==> config.mk <==
export PLATFORM = sky130hd
export DESIGN_NAME = ser9_tx
export DESIGN_NICKNAME = d
export VERILOG_FILES = /design/src/rtl/ser9_pkg.sv /design/src/rtl/ser9_rate.sv /design/src/rtl/ser9_frame.sv /design/src/rtl/ser9_flag.sv /design/src/rtl/ser9_tx.sv
export SDC_FILE = /design/constraint.sdc
export NUM_CORES = 1
export LEC_CHECK = 0
export BUFFER_PORTS_ARGS = -buffer_cell sky130_fd_sc_hd__buf_2
export CORE_ASPECT_RATIO = 1.1
export CORE_MARGIN = 2
export CORE_UTILIZATION = 30
export DETAILED_ROUTE_END_ITERATION = 10
export GPL_TIMING_DRIVEN = 0
export HOLD_SLACK_MARGIN = 0.12
export PLACE_DENSITY_LB_ADDON = 0.08
export SKIP_LAST_GASP = 1
export SYNTH_ARGS = -nofsm -noshare
export SYNTH_HDL_FRONTEND = slang
export SYNTH_HIERARCHICAL = 1
export SYNTH_SLANG_ARGS = --single-unit
==> constraint.sdc <==
create_clock -name clk -period 2.46 [get_ports clk]
set_input_delay 0 -clock clk [delete_from_list [all_inputs] [get_ports clk]]
set_output_delay 0 -clock clk [all_outputs]
set_load 0.02 [all_outputs]
==> src/rtl/ser9_pkg.sv <==
package ser9_pkg;

  typedef enum logic [1:0] {
    MODE_SYNC    = 2'd0,
    MODE_ASYNC8  = 2'd1,
    MODE_FIXED9  = 2'd2,
    MODE_VAR9    = 2'd3
  } tx_mode_e;

  function automatic logic mode_async(tx_mode_e m);
    return m != MODE_SYNC;
  endfunction

  function automatic logic mode_ninth(tx_mode_e m);
    return (m == MODE_FIXED9) || (m == MODE_VAR9);
  endfunction

  function automatic logic mode_internal_rate(tx_mode_e m);
    return (m == MODE_SYNC) || (m == MODE_FIXED9);
  endfunction

endpackage

==> src/rtl/ser9_rate.sv <==
module ser9_rate
  import ser9_pkg::*;
#(
  parameter int SYNC_DIV  = 12,
  parameter int FIXED_DIV = 64
) (
  input  logic     clk,
  input  logic     rst_n,
  input  logic     restart_i,
  input  logic     run_i,
  input  tx_mode_e mode_i,
  input  logic     dbl_i,
  input  logic     ext_tick_i,
  output logic     bit_tick_o,
  output logic     low_half_o
);

  localparam int MAX_DIV = (FIXED_DIV > SYNC_DIV) ? FIXED_DIV : SYNC_DIV;
  localparam int CNT_W   = $clog2(MAX_DIV);

  logic [CNT_W-1:0] cnt_q, cnt_d, period_m1;
  logic             internal;

  always_comb begin
    internal = mode_internal_rate(mode_i);
    if (mode_i == MODE_SYNC)
      period_m1 = CNT_W'(SYNC_DIV - 1);
    else if (dbl_i)
      period_m1 = CNT_W'(FIXED_DIV / 2 - 1);
    else
      period_m1 = CNT_W'(FIXED_DIV - 1);
  end

  always_comb begin
    bit_tick_o = run_i && (internal ? (cnt_q == period_m1) : ext_tick_i);
    low_half_o = cnt_q < CNT_W'(SYNC_DIV / 2);
  end

  always_comb begin
    cnt_d = cnt_q;
    if (restart_i)
      cnt_d = '0;
    else if (run_i && internal)
      cnt_d = bit_tick_o ? '0 : cnt_q + 1'b1;
  end

  always_ff @(posedge clk or negedge rst_n) begin
    if (!rst_n) cnt_q <= '0;
    else        cnt_q <= cnt_d;
  end

  a_r6_restart_zero: assert property (@(posedge clk) disable iff (!rst_n)
    restart_i |=> cnt_q == '0);

  a_r5_count_bound: assert property (@(posedge clk) disable iff (!rst_n)
    (run_i && internal) |-> cnt_q <= period_m1);

endmodule

==> src/rtl/ser9_frame.sv <==
module ser9_frame
  import ser9_pkg::*;
#(
  parameter int DATA_W = 8
) (
  input  logic              clk,
  input  logic              rst_n,
  input  logic              load_i,
  input  logic [DATA_W-1:0] data_i,
  input  logic              bit9_i,
  input  tx_mode_e          mode_i,
  input  logic              dbl_i,
  input  logic              bit_tick_i,
  output logic              busy_o,
  output logic              txd_o,
  output tx_mode_e          cur_mode_o,
  output logic              cur_dbl_o,
  output logic              accept_o,
  output logic              flag_set_o
);

  localparam int FRAME_W = DATA_W + 3;
  localparam int IDX_W   = $clog2(FRAME_W);

  logic [FRAME_W-1:0] sreg_q, sreg_d, load_vec;
  logic [IDX_W-1:0]   idx_q, idx_d, last_idx;
  logic               busy_q, busy_d, dbl_q, dbl_d;
  tx_mode_e           mode_q, mode_d;

  // Frame image for the mode being loaded; bit 0 leaves first.
  always_comb begin
    case (mode_i)
      MODE_SYNC:   load_vec = {3'b111, data_i};
      MODE_ASYNC8: load_vec = {2'b11, data_i, 1'b0};
      default:     load_vec = {1'b1, bit9_i, data_i, 1'b0};
    endcase
  end

  always_comb begin
    case (mode_q)
      MODE_SYNC:   last_idx = IDX_W'(DATA_W - 1);
      MODE_ASYNC8: last_idx = IDX_W'(DATA_W + 1);
      default:     last_idx = IDX_W'(DATA_W + 2);
    endcase
  end

  always_comb begin
    accept_o   = load_i && !busy_q;
    flag_set_o = bit_tick_i &&
                 (mode_async(mode_q) ? (idx_q == last_idx - 1'b1)
                                     : (idx_q == last_idx));
  end

  always_comb begin
    sreg_d = sreg_q;
    idx_d  = idx_q;
    busy_d = busy_q;
    mode_d = mode_q;
    dbl_d  = dbl_q;
    if (accept_o) begin
      sreg_d = load_vec;
      idx_d  = '0;
      busy_d = 1'b1;
      mode_d = mode_i;
      dbl_d  = dbl_i;
    end else if (busy_q && bit_tick_i) begin
      sreg_d = {1'b1, sreg_q[FRAME_W-1:1]};
      if (idx_q == last_idx) begin
        idx_d  = '0;
        busy_d = 1'b0;
      end else begin
        idx_d = idx_q + 1'b1;
      end
    end
  end

  always_ff @(posedge clk or negedge rst_n) begin
    if (!rst_n) begin
      sreg_q <= '1;
      idx_q  <= '0;
      busy_q <= 1'b0;
      mode_q <= MODE_SYNC;
      dbl_q  <= 1'b0;
    end else begin
      sreg_q <= sreg_d;
      idx_q  <= idx_d;
      busy_q <= busy_d;
      mode_q <= mode_d;
      dbl_q  <= dbl_d;
    end
  end

  assign txd_o      = sreg_q[0];
  assign busy_o     = busy_q;
  assign cur_mode_o = mode_q;
  assign cur_dbl_o  = dbl_q;

  a_r1_idle_high: assert property (@(posedge clk) disable iff (!rst_n)
    !busy_q |-> txd_o);

  a_r2_start_low: assert property (@(posedge clk) disable iff (!rst_n)
    (accept_o && mode_async(mode_i)) |=> !txd_o);

  a_r4_ninth_bit: assert property (@(posedge clk) disable iff (!rst_n)
    (accept_o && mode_ninth(mode_i)) |=> sreg_q[DATA_W+1] == $past(bit9_i));

  a_r7_flag_at_stop: assert property (@(posedge clk) disable iff (!rst_n)
    (flag_set_o && mode_async(mode_q)) |=> (txd_o && busy_q));

  a_r8_flag_at_end: assert property (@(posedge clk) disable iff (!rst_n)
    (flag_set_o && mode_q == MODE_SYNC) |=> !busy_q);

  a_r10_load_ignored: assert property (@(posedge clk) disable iff (!rst_n)
    (busy_q && load_i && !bit_tick_i) |=> ($stable(sreg_q) && busy_q));

endmodule

==> src/rtl/ser9_flag.sv <==
module ser9_flag (
  input  logic clk,
  input  logic rst_n,
  input  logic set_i,
  input  logic clr_i,
  output logic done_o
);

  logic done_q, done_d;

  always_comb begin
    done_d = done_q;
    if (set_i)      done_d = 1'b1;
    else if (clr_i) done_d = 1'b0;
  end

  always_ff @(posedge clk or negedge rst_n) begin
    if (!rst_n) done_q <= 1'b0;
    else        done_q <= done_d;
  end

  assign done_o = done_q;

  a_r9_hold: assert property (@(posedge clk) disable iff (!rst_n)
    (done_q && !clr_i) |=> done_q);

  a_r9_clear: assert property (@(posedge clk) disable iff (!rst_n)
    (clr_i && !set_i) |=> !done_q);

endmodule

==> src/rtl/ser9_tx.sv <==
module ser9_tx
  import ser9_pkg::*;
#(
  parameter int DATA_W    = 8,
  parameter int SYNC_DIV  = 12,
  parameter int FIXED_DIV = 64
) (
  input  logic              clk,
  input  logic              rst_n,
  input  logic              load_i,
  input  logic [DATA_W-1:0] data_i,
  input  logic              bit9_i,
  input  logic [1:0]        mode_i,
  input  logic              dbl_i,
  input  logic              baud_tick_i,
  input  logic              flag_clr_i,
  output logic              txd_o,
  output logic              sclk_o,
  output logic              done_o
);

  logic     busy, accept, flag_set, bit_tick, low_half, cur_dbl;
  tx_mode_e cur_mode;

  ser9_frame #(.DATA_W(DATA_W)) frame_i (
    .clk        (clk),
    .rst_n      (rst_n),
    .load_i     (load_i),
    .data_i     (data_i),
    .bit9_i     (bit9_i),
    .mode_i     (tx_mode_e'(mode_i)),
    .dbl_i      (dbl_i),
    .bit_tick_i (bit_tick),
    .busy_o     (busy),
    .txd_o      (txd_o),
    .cur_mode_o (cur_mode),
    .cur_dbl_o  (cur_dbl),
    .accept_o   (accept),
    .flag_set_o (flag_set)
  );

  ser9_rate #(.SYNC_DIV(SYNC_DIV), .FIXED_DIV(FIXED_DIV)) rate_i (
    .clk        (clk),
    .rst_n      (rst_n),
    .restart_i  (accept),
    .run_i      (busy),
    .mode_i     (cur_mode),
    .dbl_i      (cur_dbl),
    .ext_tick_i (baud_tick_i),
    .bit_tick_o (bit_tick),
    .low_half_o (low_half)
  );

  ser9_flag flag_i (
    .clk    (clk),
    .rst_n  (rst_n),
    .set_i  (flag_set),
    .clr_i  (flag_clr_i),
    .done_o (done_o)
  );

  assign sclk_o = !(busy && cur_mode == MODE_SYNC && low_half);

  a_r1_sclk_idle: assert property (@(posedge clk) disable iff (!rst_n)
    !busy |-> sclk_o);

  a_r6_sclk_async_high: assert property (@(posedge clk) disable iff (!rst_n)
    (busy && cur_mode != MODE_SYNC) |-> sclk_o);

endmodule

* Word level (Yosys, flattened, before mapping)
Cells that the tools add are included.
** Cells by class
- Add/subtract/negate cells :: 3
- $lt $le $gt $ge :: 1
- Eq/ne operators :: 6
- Multiplexer cells :: 19
- Reductions and logical operators :: 18
** Operator list (count)
- $mux W6 :: 5
- $mux W11 :: 2
- $pmux W10 S2 :: 1
- $mux W4 :: 3
- $reduce_bool A2 Y1 :: 5
- $eq A4 B4 Y1 :: 2
- $pmux W4 S2 :: 1
- $logic_and A1 B1 Y1 :: 7
- $mux W1 :: 7
- $add A6 B1 Y6 const B :: 1
- $eq A6 B6 Y1 :: 1
- $lt A6 B3 Y1 const B :: 1
- $add A4 B1 Y4 const B :: 1
- $eq A2 B1 Y1 const B :: 2
- $logic_not A2 Y1 :: 2
- $sub A4 B1 Y4 const B :: 1
- $eq A2 B2 Y1 const B :: 1
- $logic_not A1 Y1 :: 2
- $reduce_and A2 Y1 :: 1
- $logic_or A1 B1 Y1 :: 1
** Word-level totals
- Register bits after elaboration :: 26
- Input port bits :: 17
- Output and inout port bits :: 3
- Logic and storage cells :: 54

* Depth between registers and ports, before layout
Gate-level depths: netlist (run 1).
- Word-level depth :: 8
- Depth in mapped cells :: 8
- Gate-level depth less buffers :: 8

* By module
The synthesis (run 1) kept the hierarchy.
** Modules (own cells, without submodules)
- ser9_frame :: times used 1, cells each 119, area each 997.2 sq um
- ser9_rate :: times used 1, cells each 43, area each 380.4 sq um
- ser9_flag :: times used 1, cells each 3, area each 36.3 sq um
- ser9_tx :: times used 1, cells each 1, area each 11.3 sq um

* Worst setup path before layout (run 1)
Ideal clock, no wire load.
- Path type :: register -> register
- Start point :: reg frame_i.mode_q[1], in the netlist frame_i/cur_mode_o[1]
- End point :: reg frame_i.sreg_q[0]
- Setup time :: 0.077 ns
- Arrival time :: 1.864 ns
- Data required time :: 2.383 ns
- Setup slack :: 0.518 ns
- Cell stages (with the launch flop) :: 9
- Clock period less this slack :: 1.942 ns
- Cells stage by stage :: dfrtp_1 -> nor4_1 -> a41oi_2 -> o21ai_1 -> and2_1 -> and2_1 -> clkbuf_1 -> nand2_1 -> a31oi_1
** Between the ends
- Cells in the longest elaborated chain, start to end :: 7
** Ends and longest elaborated chain
- start: declaration :: line ser9_frame.sv:28 : tx_mode_e mode_q, mode_d;
- start signal: assignment :: line ser9_frame.sv:88 : mode_q <= mode_d;
- $logic_not A2 Y1 :: line ser9_pkg.sv:19, ser9_rate.sv:26
- $mux W6 :: line ser9_rate.sv:26 : if (mode_i == MODE_SYNC)
- $eq A6 B6 Y1 :: line ser9_rate.sv:35 : bit_tick_o = run_i && (internal ? (cnt_q == period_m1) : ext_tick_i);
- $mux W1 * :: line ser9_rate.sv:35
- $logic_and A1 B1 Y1 * :: line ser9_rate.sv:35
- net bit_tick :: line ser9_tx.sv:22 : logic busy, accept, flag_set, bit_tick, low_half, cur_dbl;
- $logic_and A1 B1 Y1 * :: line ser9_frame.sv:66 : end else if (busy_q && bit_tick_i) begin
- $reduce_bool A2 Y1 (no line) *
- end signal: assignment :: line ser9_frame.sv:85 : sreg_q <= sreg_d;
- end: declaration :: line ser9_frame.sv:25 : logic [FRAME_W-1:0] sreg_q, sreg_d, load_vec;
Mark *: on every way through the listed nets, which the timed path passes. The rest lies on a longest branch.
A chain may end at the register's enable or synchronous reset.

* Worst setup path after layout (run 1)
Ends and elaborated chain as after synthesis.

==> results.yml, run 1 <==
min_path:
  worstHoldEndpoint: "frame_i/cur_dbl_o"
  hp-class: "primary input to flip-flop"
  hold_depth: 5
  min_from: "load_i"
synthesis:
  syn_avg_cell_area_um2: 8.585
  syn_inst: 166
  synth_area_leaders: "dfrtp_1, dfstp_2, nand2_1, a31oi_1, a21oi_1"
  synth_warnings: 6
  synth_edf_count: 0
  synth_area_um2: 1425
  syn-num-nets: 185
  netlist-cell-type-count: 42
  yosysTopAreaCell: "dfrtp_1"
  yosysTopAreaCellShare_pct: 26.34
  synth_async_sr_flop_share_pct: 100.0
  ys_seq_area_share_pct: 44.78
  synth_ff_type: "dfrtp_1"
  ys_seq_elements: 25
sta:
  maxSlewHeadroom_pct: 61.16
  min_period_over_period_pct: 90.84
  tns_ns: 0
  fin_worst_skew_ns: 0.008467
  worst_pin_slew_ns: 0.5805
  rsz0062_at_grt: "false"
  drv_slew: 0
  fin_crit_ns: 2.235
  setup_violations: 0
  max_freq_mhz: 447.5
  final-hold-violation-count: 0
  worst_slack_ns: 0.2254
routing:
  wire_per_inst_um: 13.61
  drt.antenna.violating_nets: 0
  drt-initial-drc-count: 60
  via_per_inst: 5.073
  drc: 0
  drt_pre_antenna_iters: 4
  via_count: 1324
  wirelength_um: 3551
clock_network:
  cts.sinks: 25
  cts_tree: "yes"
  cts-buffers-inserted: 3
  post-cts-setup-buffers: 0
  clock_path_buffers: 2
  clockRootBuffer: "clkbuf_8"
  path_clk_slew_ns: 0.10
  htreeDepth: 1
  clock_latency_ns: 0.27
power_and_ir_drop:
  intPower_mw: 1.113
  switchingPower_mw: 0.7784
  netSwitchingFraction_pct: 41.15
  combPwrFrac_pct: 39.3
  power_density_nw_per_um2: 1049
  leakage_nw: 0.7785
  pwr-share-clk_pct: 13.6
  ir_drop_mv: 0.3520
  seqPwrFrac_pct: 47.1
die:
  fp.dieH_um: 76.29
  fp-row-count: 26
  core_area_um2: 4619
  start_util_pct: 30.85
  fp.dieW_um: 69.72
  ios: 20
  die-area_um2: 5318
setup_path:
  crit_chain: "nor4_2 -> a41oi_2 -> o21ai_1 -> and2_1 -> nand2_1 -> clkbuf_1 -> nand2_1 -> a31oi_1"
  max_stage_delay_ns: 0.60
  critPathArrivalTime_ns: 2.43
  cpMaxStageDelayCell: "dfrtp_1"
  worstSetupStartpointType: "flip-flop"
  end_kind: "flip-flop"
  path_buf_inv: 1
  path_class: "flip-flop to flip-flop"
  reg2reg_depth: 8
  cp_common_cell: "nand2_1"
  regToRegStartpoint: "frame_i/cur_mode_o[1]"
  reg2reg_slack_ns: 0.23
  required_ns: 2.66
  crit_fanout: 10
  timing.rr.end: "frame_i/sreg_q[0]"
  path_delay_family: "flip-flops"
global_route:
  antenna_found_initial: 0
  grt_first_pass_wirelength_um: 5947
  overflow: 0
  grt_max_degree: 26
  grt_pass1_vias: 1292
  grt_usage_pct: 13.63
layout:
  final_util_pct: 39.06
  area_growth_pct: 26.60
  regArea_um2: 638.1
  multi_input_area_um2: 757.0
  final_cells: 261
  n_antenna_cell: 0
  layout.nets: 225
  num-fill-cells: 501
  drive_above_1_share_pct: 21.46
  stdcell_area_um2: 1804
place:
  dp_hpwl_um: 2444
  dp_slack_ns: 0.09646
  dpl.cell_count: 241
  place_area_um2: 1590
  io_buffers: 19
  globalplace.congestion: 0.7095
run_status:
  status: "completed"
run:
  maxCapViolCount: 0
-- through the flow --
step | total power [mW] | hold WS, ns
6_report | 1.892 | 0.1826
5_1_grt | 2.060 | 0.2016
4_1_cts | 1.904 | 0.1904
3_5_place_dp | 1.619 | 0.04654
3_3_place_gp | 1.592 | 0.03706
2_1_floorplan | 1.404 | -0.2956
-- Yosys cell counts (2+ instances only) --
cell type	n
nand2_1	50
dfrtp_1	15
a31oi_1	10
dfstp_2	10
a21oi_1	9
and3_1	7
nor2_1	7
clkbuf_1	4
nor3_1	4
nand3b_1	3
o21ai_0	3
a21o_1	2
and2_1	2
buf_2	2
ha_1	2
inv_1	2
nand2b_1	2
nand4bb_1	2
nor4_1	2
nor4b_1	2
o211ai_1	2
o21a_1	2
o21ai_1	2
xor2_1	2
-- area by class of cell --
type                    instances  share of cell area, %
multi-input cells             132                  41.96
inverters                       3                 0.6241
clock buffers                   3                  2.288
flip-flops and latches         25                  35.37
repair buffers                 35                  14.15
well taps                      56                  3.883
plain buffers                   6                  1.456
clock inverters                 1                 0.2774
-- worst register-to-register path: cells and delay by family (launching register included) --
kind	cells	cell delay [ns]
compound gates	3	0.60
buf+inv	1	0.39
simple gates	4	0.57
flops	1	0.60
-- layout by cell type, fill, tap and decap left out, types with 2 or more instances in the layout --
master and instances:
o21ai_0 3, clkbuf_1 3, a21oi_1 9, and2_1 2, nor3_1 4, o21a_1 2, dlygate4sd3_1 16, nand2_1 50
clkbuf_8 3, a21o_1 2, nor4b_1 2, inv_1 2, buf_2 21, o211ai_1 2, a31oi_1 10, nand4bb_1 2
o21ai_1 2, nand3b_1 3, nand2b_1 2, ha_1 2, dfstp_2 10, dfrtp_1 15, xor2_1 2, nor2_1 7
and3_1 7
-- worst max path at each step --
stage	from	end	depth (start not counted)
floorplan	frame_i/cur_mode_o[1]	frame_i/sreg_q[0]	8
global placement	frame_i/cur_mode_o[1]	frame_i/sreg_q[7]	8
detailed placement	frame_i/cur_mode_o[1]	frame_i/sreg_q[0]	8
CTS	frame_i/cur_mode_o[1]	frame_i/sreg_q[0]	8
global route	frame_i/cur_mode_o[1]	frame_i/sreg_q[0]	8
finish	frame_i/cur_mode_o[1]	frame_i/sreg_q[0]	8
-- flip-flops by register name, indices dropped and copies added (netlist names) --
register and flops:
frame_i/sreg_q 10, frame_i/idx_q 4, flag_i/done_o 1, rate_i/cnt_q 6, frame_i/cur_mode_o 2, frame_i/cur_dbl_o 1, frame_i/busy_o 1
-- timing repair --
action                     in CTS  in global routing
setup endpoints to repair       0                 10
resized for setup               0                  3
hold buffers                   16                  0
hold endpoints to repair       39                  0
-- routing by layer --
metal / track usage (%) / share of wire (%) / vias up
li1: - / - / 669
met1: 17.65 / 48 / 632
met2: 23.46 / 48 / 21
met3: 1.984 / 3.1 / 2
met4: 4.231 / 0.65 / 0
met5: 0 / 0 / -
-- cell families after synthesis --
family | Yosys count | synth area share, %
and+or+nand+nor | 90 | 31.96
AOI/OAI and AO/OA | 38 | 17.73
DFF | 25 | 44.78
buffers and inverters | 9 | 2.546
xor gates and xnor gates | 2 | 1.229
adders and majority gates | 2 | 1.756
-- power groups by stage --
stage	registers (mW)	logic [mW]	clock network, mW
after detailed placement	0.892	0.727	0
after floorplan	0.845	0.559	0
final	0.891	0.744	0.257
after global routing	0.925	0.854	0.281
after CTS	0.886	0.751	0.266
after global placement	0.883	0.709	0
Note: power is estimated with default switching activity, not from simulation.
==> inputs of run 2 (changes only) <==
Clock period 2.46 ns to 2.8 ns, I/O delays scaled along.
==> results.yml, run 2 (synthesis results as in run 1) <==
clock_network:
  htreeDepth: 1
  cts-buffers-inserted: 3
  clockRootBuffer: "clkbuf_8"
  clock_latency_ns: 0.27
  cts_tree: "yes"
  ctsResizeCount: 0
  cts.sinks: 25
  clock_path_buffers: 2
  post-cts-setup-buffers: 0
  path_clk_slew_ns: 0.10
min_path:
  min_from: "load_i"
  hp-class: "primary input to flip-flop"
global_route:
  use_met2_pct: 23.46
  use_met3_pct: 1.984
  antenna_found_initial: 0
  grt_usage_pct: 13.63
  top_usage_layer: "met2"
  grt_first_pass_wirelength_um: 5947
  grt_max_degree: 26
  grt_pass1_vias: 1292
  gr-usage-met1_pct: 17.65
  overflow: 0
die:
  fp-row-count: 26
  start_util_pct: 30.85
  core_area_um2: 4619
  die-area_um2: 5318
  ios: 20
  fp.dieH_um: 76.29
  fp.dieW_um: 69.72
setup_path:
  crit_fanout: 10
  timing.rr.end: "frame_i/sreg_q[0]"
  worstSetupStartpointType: "flip-flop"
  regToRegStartpoint: "frame_i/cur_mode_o[1]"
  required_ns: 3.00
  crit_chain: "nor4_1 -> a41oi_2 -> o21ai_1 -> and2_1 -> and2_1 -> clkbuf_1 -> nand2_1 -> a31oi_1"
  cp-endpoint: "frame_i/sreg_q[0]"
  startpoint: "frame_i/cur_mode_o[1]"
  max_stage_delay_ns: 0.53
  cpMaxStageDelayCell: "dfrtp_1"
  reg2reg_slack_ns: 0.42
  path_class: "flip-flop to flip-flop"
  end_kind: "flip-flop"
  critPathArrivalTime_ns: 2.58
  cp_common_cell: "and2_1"
  reg2reg_depth: 8
routing:
  wirelength_um: 3569
  drt_pre_antenna_iters: 4
  wire_per_inst_um: 13.67
  via_per_inst: 5.080
  via_count: 1326
  drt-initial-drc-count: 55
  drt.antenna.violating_nets: 0
  drc: 0
run:
  maxCapViolCount: 0
power_and_ir_drop:
  power_density_nw_per_um2: 919.9
  leakage_nw: 0.7745
  ir_drop_mv: 0.3107
  finalPower_mw: 1.653
layout:
  layout.nets: 225
  largest_registers: "frame_i/sreg_q: 10 flops, rate_i/cnt_q: 6 flops, frame_i/idx_q: 4 flops"
  top_register: "frame_i/sreg_q"
  largest_register_ffs: 10
  area_growth_pct: 26.08
  final_cell_mix: "nand2_1, buf_2, dlygate4sd3_1"
  layout.cells.most_common: "nand2_1"
  final_util_pct: 38.89
  drive_above_1_share_pct: 20.49
  n_antenna_cell: 0
place:
  dp_hpwl_um: 2444
  globalplace.congestion: 0.7095
  dp_slack_ns: 0.4365
  io_buffers: 19
sta:
  fin_crit_ns: 2.383
  max_freq_mhz: 419.6
  final-hold-violation-count: 0
  maxSlewHeadroom_pct: 59.99
  min_period_over_period_pct: 85.11
  worst_slack_ns: 0.4168
  setup_violations: 0
  worst_pin_slew_ns: 0.5980
  drv_slew: 0
  rsz0062_at_grt: "false"
  fin_worst_skew_ns: 0.009232
  tns_ns: 0
run_status:
  status: "completed"
## run 2: cell types whose count changed in the layout (fill, tap and decap cells not counted)
cell and delta:
clkbuf_1 +1, clkbuf_2 -1, nor4_1 +1, nor4_2 -1
## run 2: power breakdown
| part | total, mW | internal, mW | switching [mW] |
|---|---|---|---|
| Clock | 0.225 | 0.0997 | 0.125 |
| Combinational | 0.651 | 0.297 | 0.355 |
| Sequential | 0.777 | 0.579 | 0.198 |
## run 2: worst min-delay path by stage
stage / endpoint / cells after the start
after floorplan: flag_i/done_o / 0
after global placement: rate_i/cnt_q[3] / 1
after detailed placement: rate_i/cnt_q[3] / 1
after CTS: frame_i/cur_mode_o[0] / 5
after global routing: frame_i/cur_dbl_o / 5
final: frame_i/cur_dbl_o / 5
## run 2: cell type report
cell class              count  area (µm²)
fillers                   497        2823
repair buffers             35       255.2
plain buffers               6       25.02
clock inverters             1       5.005
multi-input cells         132       750.7
clock buffers               3       41.29
inverters                   3       11.26
well taps                  56       70.07
flip-flops and latches     25       638.1
## run 2: critical path, delay by kind of cell (launching register included)
| family | cells | cell delay, ns |
|---|---|---|
| buf+inv | 1 | 0.40 |
| flops | 1 | 0.53 |
| simple gates | 4 | 0.89 |
| compound gates | 3 | 0.49 |
## run 2: metal layers
layer / up-vias / routed length [µm] / share of wire (%)
li1: 669 / - / -
met1: 639 / 1736 / 49
met2: 16 / 1718 / 48
met3: 2 / 91 / 2.5
met4: 0 / 23 / 0.64
met5: - / 0 / 0
## run 2: metrics by stage
stage	std cells	instance area, µm²	hold WS (ns)
final	261	1797	0.1808
after global routing	261	1797	0.2016
after CTS	261	1797	0.1904
after detailed placement	241	1590	0.04654
after global placement	241	1590	0.03706
after floorplan	166	1425	-0.2956
## run 2: repair_timing
action,in CTS,in global routing
hold buffers,16,0
hold endpoints to repair,39,0
endpoints found under the setup margin,0,0
